`config.mk`:
```
export PLATFORM = sky130hd
export DESIGN_NAME = gob_tile_addr_gen
export DESIGN_NICKNAME = d
export VERILOG_FILES = /design/src/rtl/gob_tile_pkg.sv /design/src/rtl/tile_walker.sv /design/src/rtl/tile_offset_calc.sv /design/src/rtl/gob_tile_addr_gen.sv
export SDC_FILE = /design/constraint.sdc
export NUM_CORES = 2
export LEC_CHECK = 0
export BUFFER_PORTS_ARGS = -buffer_cell sky130_fd_sc_hd__buf_2
export CORE_ASPECT_RATIO = 2
export CORE_MARGIN = 8
export CORE_UTILIZATION = 45
export DETAILED_ROUTE_END_ITERATION = 8
export PLACE_DENSITY = 0.74
export SLEW_MARGIN = 20
export SYNTH_ARGS = -nofsm -noshare
export SYNTH_HDL_FRONTEND = slang
export SYNTH_SLANG_ARGS = --single-unit
```
`constraint.sdc`:
```
create_clock -name clk -period 15.3 [get_ports clk]
set_input_delay 1.53 -clock clk [delete_from_list [all_inputs] [get_ports clk]]
set_output_delay 1.53 -clock clk [all_outputs]
set_load 0.02 [all_outputs]
```
`src/rtl/gob_tile_pkg.sv`:
```
package gob_tile_pkg;
    parameter int CW  = 16;
    parameter int OW  = 32;
    parameter int BPW = 3;
    parameter int BHW = 3;

    localparam int TILE_X_SH = 6;
    localparam int TILE_Y_SH = 3;
    localparam int TILE_SH   = TILE_X_SH + TILE_Y_SH;

    typedef struct packed {
        logic [CW-1:0]  surf_w;
        logic [OW-1:0]  pitch;
        logic [CW-1:0]  org_x;
        logic [CW-1:0]  org_y;
        logic [CW-1:0]  rect_w;
        logic [CW-1:0]  rect_h;
        logic [BPW-1:0] bpp_log2;
        logic [BHW-1:0] bh;
    } tile_cfg_t;

    typedef struct packed {
        logic [OW-1:0] tiled;
        logic [OW-1:0] linear;
    } tile_offs_t;

    // bit interleave of byte column c and row r inside one tile
    function automatic logic [TILE_SH-1:0] tile_swizzle(input logic [TILE_X_SH-1:0] c,
                                                        input logic [TILE_Y_SH-1:0] r);
        return {c[5], r[2:1], c[4], r[0], c[3:0]};
    endfunction
endpackage

```
`src/rtl/tile_walker.sv`:
```
module tile_walker
    import gob_tile_pkg::*;
(
    input  logic          clk,
    input  logic          rst,
    input  logic          start,
    input  tile_cfg_t     cfg_in,
    input  logic          ready,
    output logic          busy,
    output tile_cfg_t     cfg,
    output logic [CW-1:0] x,
    output logic [CW-1:0] line,
    output logic          last
);
    logic x_end;
    assign x_end = (x == cfg.rect_w - CW'(1));
    assign last  = x_end && (line == cfg.rect_h - CW'(1));

    always_ff @(posedge clk) begin
        if (rst) begin
            busy <= 1'b0;
            cfg  <= '0;
            x    <= '0;
            line <= '0;
        end else if (!busy) begin
            if (start && cfg_in.rect_w != '0 && cfg_in.rect_h != '0) begin
                cfg  <= cfg_in;
                busy <= 1'b1;
                x    <= '0;
                line <= '0;
            end
        end else if (ready) begin
            if (last) begin
                busy <= 1'b0;
            end else if (x_end) begin
                x    <= '0;
                line <= line + CW'(1);
            end else begin
                x <= x + CW'(1);
            end
        end
    end


    hold_stall_chk: assert property (@(posedge clk) disable iff (rst)
        busy && !ready |=> busy && $stable(x) && $stable(line));

    x_bound_chk: assert property (@(posedge clk) disable iff (rst)
        busy |-> x < cfg.rect_w);

    end_drop_chk: assert property (@(posedge clk) disable iff (rst)
        busy && ready && last |=> !busy);

    cfg_frozen_chk: assert property (@(posedge clk) disable iff (rst)
        busy |=> !busy || $stable(cfg));

    empty_rect_chk: assert property (@(posedge clk) disable iff (rst)
        !busy && start && (cfg_in.rect_w == '0 || cfg_in.rect_h == '0) |=> !busy);
endmodule

```
`src/rtl/tile_offset_calc.sv`:
```
module tile_offset_calc
    import gob_tile_pkg::*;
(
    input  tile_cfg_t     cfg,
    input  logic [CW-1:0] x,
    input  logic [CW-1:0] line,
    output tile_offs_t    offs
);
    logic [OW-1:0] xb, y, row_bytes, tiles_wide, blk_mask;
    logic [OW-1:0] row_term, mid_term, col_term, swz_term;

    always_comb begin
        xb         = (OW'(x) + OW'(cfg.org_x)) << cfg.bpp_log2;
        y          = OW'(line) + OW'(cfg.org_y);
        row_bytes  = OW'(cfg.surf_w) << cfg.bpp_log2;
        tiles_wide = (row_bytes + OW'((1 << TILE_X_SH) - 1)) >> TILE_X_SH;
        blk_mask   = (OW'(1) << cfg.bh) - OW'(1);
        row_term   = (y >> (TILE_Y_SH + int'(cfg.bh))) * (tiles_wide << (TILE_SH + int'(cfg.bh)));
        mid_term   = ((y >> TILE_Y_SH) & blk_mask) << TILE_SH;
        col_term   = (xb >> TILE_X_SH) << (TILE_SH + int'(cfg.bh));
        swz_term   = OW'(tile_swizzle(xb[TILE_X_SH-1:0], y[TILE_Y_SH-1:0]));
        offs.tiled  = row_term + mid_term + col_term + swz_term;
        offs.linear = OW'(line) * cfg.pitch + (OW'(x) << cfg.bpp_log2);
    end
endmodule

```
`src/rtl/gob_tile_addr_gen.sv`:
```
module gob_tile_addr_gen
    import gob_tile_pkg::*;
(
    input  logic           clk,
    input  logic           rst,
    input  logic           start,
    input  logic [CW-1:0]  surf_w,
    input  logic [OW-1:0]  pitch,
    input  logic [CW-1:0]  org_x,
    input  logic [CW-1:0]  org_y,
    input  logic [CW-1:0]  rect_w,
    input  logic [CW-1:0]  rect_h,
    input  logic [BPW-1:0] bpp_log2,
    input  logic [BHW-1:0] blk_h_log2,
    output logic           out_valid,
    input  logic           out_ready,
    output logic [OW-1:0]  out_tiled,
    output logic [OW-1:0]  out_linear,
    output logic           out_last
);
    tile_cfg_t     cfg_in, cfg;
    tile_offs_t    offs;
    logic [CW-1:0] x, line;
    logic          busy, last;

    assign cfg_in = '{surf_w: surf_w, pitch: pitch, org_x: org_x, org_y: org_y,
                      rect_w: rect_w, rect_h: rect_h, bpp_log2: bpp_log2, bh: blk_h_log2};

    tile_walker u_walk (
        .clk(clk), .rst(rst), .start(start), .cfg_in(cfg_in), .ready(out_ready),
        .busy(busy), .cfg(cfg), .x(x), .line(line), .last(last)
    );

    tile_offset_calc u_calc (.cfg(cfg), .x(x), .line(line), .offs(offs));

    assign out_valid  = busy;
    assign out_tiled  = offs.tiled;
    assign out_linear = offs.linear;
    assign out_last   = busy && last;


    reset_idle_chk: assert property (@(posedge clk) $past(rst) |-> !out_valid);

    data_hold_chk: assert property (@(posedge clk) disable iff (rst)
        out_valid && !out_ready |=> out_valid && $stable(out_tiled) && $stable(out_linear));

    last_valid_chk: assert property (@(posedge clk) disable iff (rst)
        out_last |-> out_valid);
endmodule

```
==> impl_metrics.tcl <==
set metrics [dict create \
    hpwl_microns 110000 \
    post-route-util_pct 48.5 \
    die-width_microns 223 \
    max_stage_delay_ns 0.71 \
    async_flop_share_pct 0 \
    timing.rr.start "u_walk.cfg[22]$_SDFFE_PP0P_" \
    grt_most_used_layer "met2" \
    start_util_pct 45.4 \
    min_period_over_period_pct 92.4 \
    power_density_mw_per_mm2 90.5 \
    seqPwrFrac_pct 12.3 \
    finClkSkew_ns 0.0114 \
    slew_headroom_pct 21.3 \
    critPathSlowestCell "a211oi_1" \
    grt_start_max_net_pins 88 \
    start_kind "flop" \
    p_sw_w 0.00205 \
    finalSetupViolations 0 \
    syn_inst 4746 \
    final_nets 5875 \
    cp.depth 39 \
    rsz0062_at_grt "false" \
    num_rows 151 \
    critPathLaunch "u_walk.x[0]$_SDFFE_PP0P_" \
    vias 33900 \
    grt_util_met1_pct 25.6 \
    syn_avg_cell_area_sq_um 8.09 \
    syn_area_sq_mm 0.0384 \
    pwr-share-clk_pct 12.1 \
    status "finished, final reports clean" \
    crit_end "out_tiled[31]" \
    synth.distinct_cells 89 \
    fp.dieArea_sq_mm 0.0955 \
    worst-path-buf-inv 3 \
    grtUsageTotal_pct 27.8 \
    cts.sinks 151 \
    drt_iter0_markers 2321 \
    cts_resized 0 \
    critPathTopFamily "compound AO/OA/AOI/OAI gates" \
    slew_viol_final 0 \
    irDropWorstVdd_mv 0.316 \
    dr.pass1.iters 6 \
    htree_levels 4 \
    cts_buffers 17 \
    p_comb_share_pct 75.7 \
    internal-power_w 0.00166 \
    final_common_cell "inv_1" \
    grt_use_met2_pct 52.4 \
    drt-wirelength-per-cell_microns 22.5 \
    period_needed_ns 14.14 \
    via_per_inst 5.75 \
    grt_use_met3_pct 3.86 \
    fmax_mhz 70.7 \
    synth-main-ff-cell "dfxtp_1" \
    grt_first_pass_wirelength_microns 204000 \
    worstPathMaxFanout 9 \
    crit_path_end_kind "output port" \
    crit_arrival_ns 12.61 \
    worstMarginPinSlew_ns 1.17 \
    drive_gt1_share_pct 8.15 \
    yosys_warnings 0 \
    nFillCells 8299 \
    die_h_microns 429 \
    synth_enable_flop_cells 0 \
    drv_cap 0 \
    ant_nets 0 \
    power.share.switching_pct 55.3 \
    post_cts_buffers 0 \
    cts-root-buf "clkbuf_16" \
    area_growth_pct 6.87 \
    worstSkewPairLatency_ns 0.49 \
    gp_congestion 1.04 \
    worstPathRequired_ns 13.77 \
    io-pin-count 188 \
    postCtsHoldBufs 0 \
    clk_path_buf_depth 2 \
    ys_seq_elements 151 \
    layout_common_cells "inv_1 (818), nand2_1 (764), fa_1 (648)" \
    io_buffers 187 \
    tns_ns 0 \
    min_path_type "reg -> reg" \
    hold_viol 0 \
    totalWireLength_microns 133000 \
    path_common_cell "fa_1" \
    critPathKind "reg -> out" \
    power_leakage_nw 18.9 \
    grt_pass1_vias 36600 \
    core_area_sq_mm 0.0846 \
    clk_transition_reported_paths_ns 0.07 \
    reg2reg_to "u_walk.x[7]$_SDFFE_PP0P_" \
    antenna_found_initial 4 \
    worstRegToRegCells 16 \
    cts_tree "yes" \
    drc 0 \
    yosysSeqAreaShare_pct 7.87 \
    ff2ff_setup_slack_ns 10.86 \
    overflow 0 \
]
[stage by stage]
| step | total power, W | hold slack (ns) | instance area (sq um) | std cells | worst slack, ns |
|---|---|---|---|---|---|
| after global placement | 0.00326 | 0.446 | 40400 | 5872 | 1.95 |
| after detailed placement | 0.00331 | 0.451 | 40400 | 5873 | 1.82 |
| final | 0.00372 | 0.459 | 41000 | 5907 | 1.16 |
| after floorplan | 0.00239 | 0.437 | 38600 | 4804 | 2.96 |
| after CTS | 0.00377 | 0.463 | 41000 | 5905 | 1.25 |
| after global routing | 0.00406 | 0.486 | 41000 | 5907 | 0.566 |
[how the worst min path moves through the flow]
| stage | slack [ns] | end | cells after the start | from |
|---|---|---|---|---|
| CTS | 0.46 | u_walk.cfg[64]$_SDFFE_PP0P_ | 2 | u_walk.cfg[64]$_SDFFE_PP0P_ |
| global route | 0.49 | u_walk.cfg[82]$_SDFFE_PP0P_ | 2 | u_walk.cfg[82]$_SDFFE_PP0P_ |
| global placement | 0.45 | u_walk.cfg[82]$_SDFFE_PP0P_ | 2 | u_walk.cfg[82]$_SDFFE_PP0P_ |
| detailed placement | 0.45 | u_walk.cfg[64]$_SDFFE_PP0P_ | 2 | u_walk.cfg[64]$_SDFFE_PP0P_ |
| finish | 0.46 | u_walk.cfg[82]$_SDFFE_PP0P_ | 2 | u_walk.cfg[82]$_SDFFE_PP0P_ |
| floorplan | 0.44 | u_walk.cfg[101]$_SDFFE_PP0P_ | 2 | u_walk.cfg[101]$_SDFFE_PP0P_ |
[logic make-up after synthesis]
group	share of synthesized area [%]
compound gates	10.8
xor+xnor	4.72
fa+ha+maj	43.0
buf+inv	10.6
flops	7.87
mux	4.52
other cells	0.0196
simple gates	18.5
[metal layers]
layer	part of all wire (%)	wire, microns
met5	0.0098	13
met4	10	13800
met3	5.5	7240
met2	53	70600
met1	31	41000
[tightest hold or removal path, cell delays in order, from the launching register on]
cell,delay [ns]
dfxtp_1,0.31
nand2_1,0.05
a21oi_1,0.05
[registers in the layout, indices dropped and copies added (netlist names)]
register	cells
u_walk.cfg	118
u_walk.line	16
u_walk.x	16
u_walk.busy	1
[synthesized netlist by cell type, types with 23 or more instances]
cell type	number	area share, %
nor2b_1	25	0.41
nor2_1	361	3.5
and3_1	24	0.39
buf_1	35	0.34
or2_2	28	0.46
ha_1	284	9.3
mux2i_1	83	2.2
dfxtp_1	151	7.9
a211oi_1	24	0.47
nor3_1	52	0.68
fa_1	648	34
o211ai_1	34	0.66
nand3_1	51	0.66
a31oi_1	23	0.37
xnor2_1	133	3.0
xor2_1	61	1.4
inv_1	819	8.0
mux2_2	34	1.0
a21o_1	30	0.59
a21oi_1	251	3.3
nand2_1	764	7.5
or3_1	27	0.44
o21ai_0	102	1.3
and2_1	140	2.3
clkbuf_1	203	2.0
nand2b_1	52	0.85
[final cells by class]
type,instances,area (sq um),area share (%)
clock inverters,15,179,0.436
flip-flops and latches,151,3030,7.38
well taps,1071,1340,3.27
inverters,822,3090,7.52
multi-input cells,3582,31600,77.0
diodes,2,5.00,0.0122
repair buffers,247,1390,3.38
clock buffers,17,425,1.04
[power by group through the flow]
stage               Sequential, W  Clock [W]  Combinational [W]
CTS                      0.000454   0.000459            0.00285
finish                   0.000455   0.000449            0.00281
floorplan                0.000434          0            0.00196
global placement         0.000462          0            0.00280
detailed placement       0.000463          0            0.00284
global route             0.000457   0.000474            0.00313
Note: power is estimated with default switching activity, not from simulation.
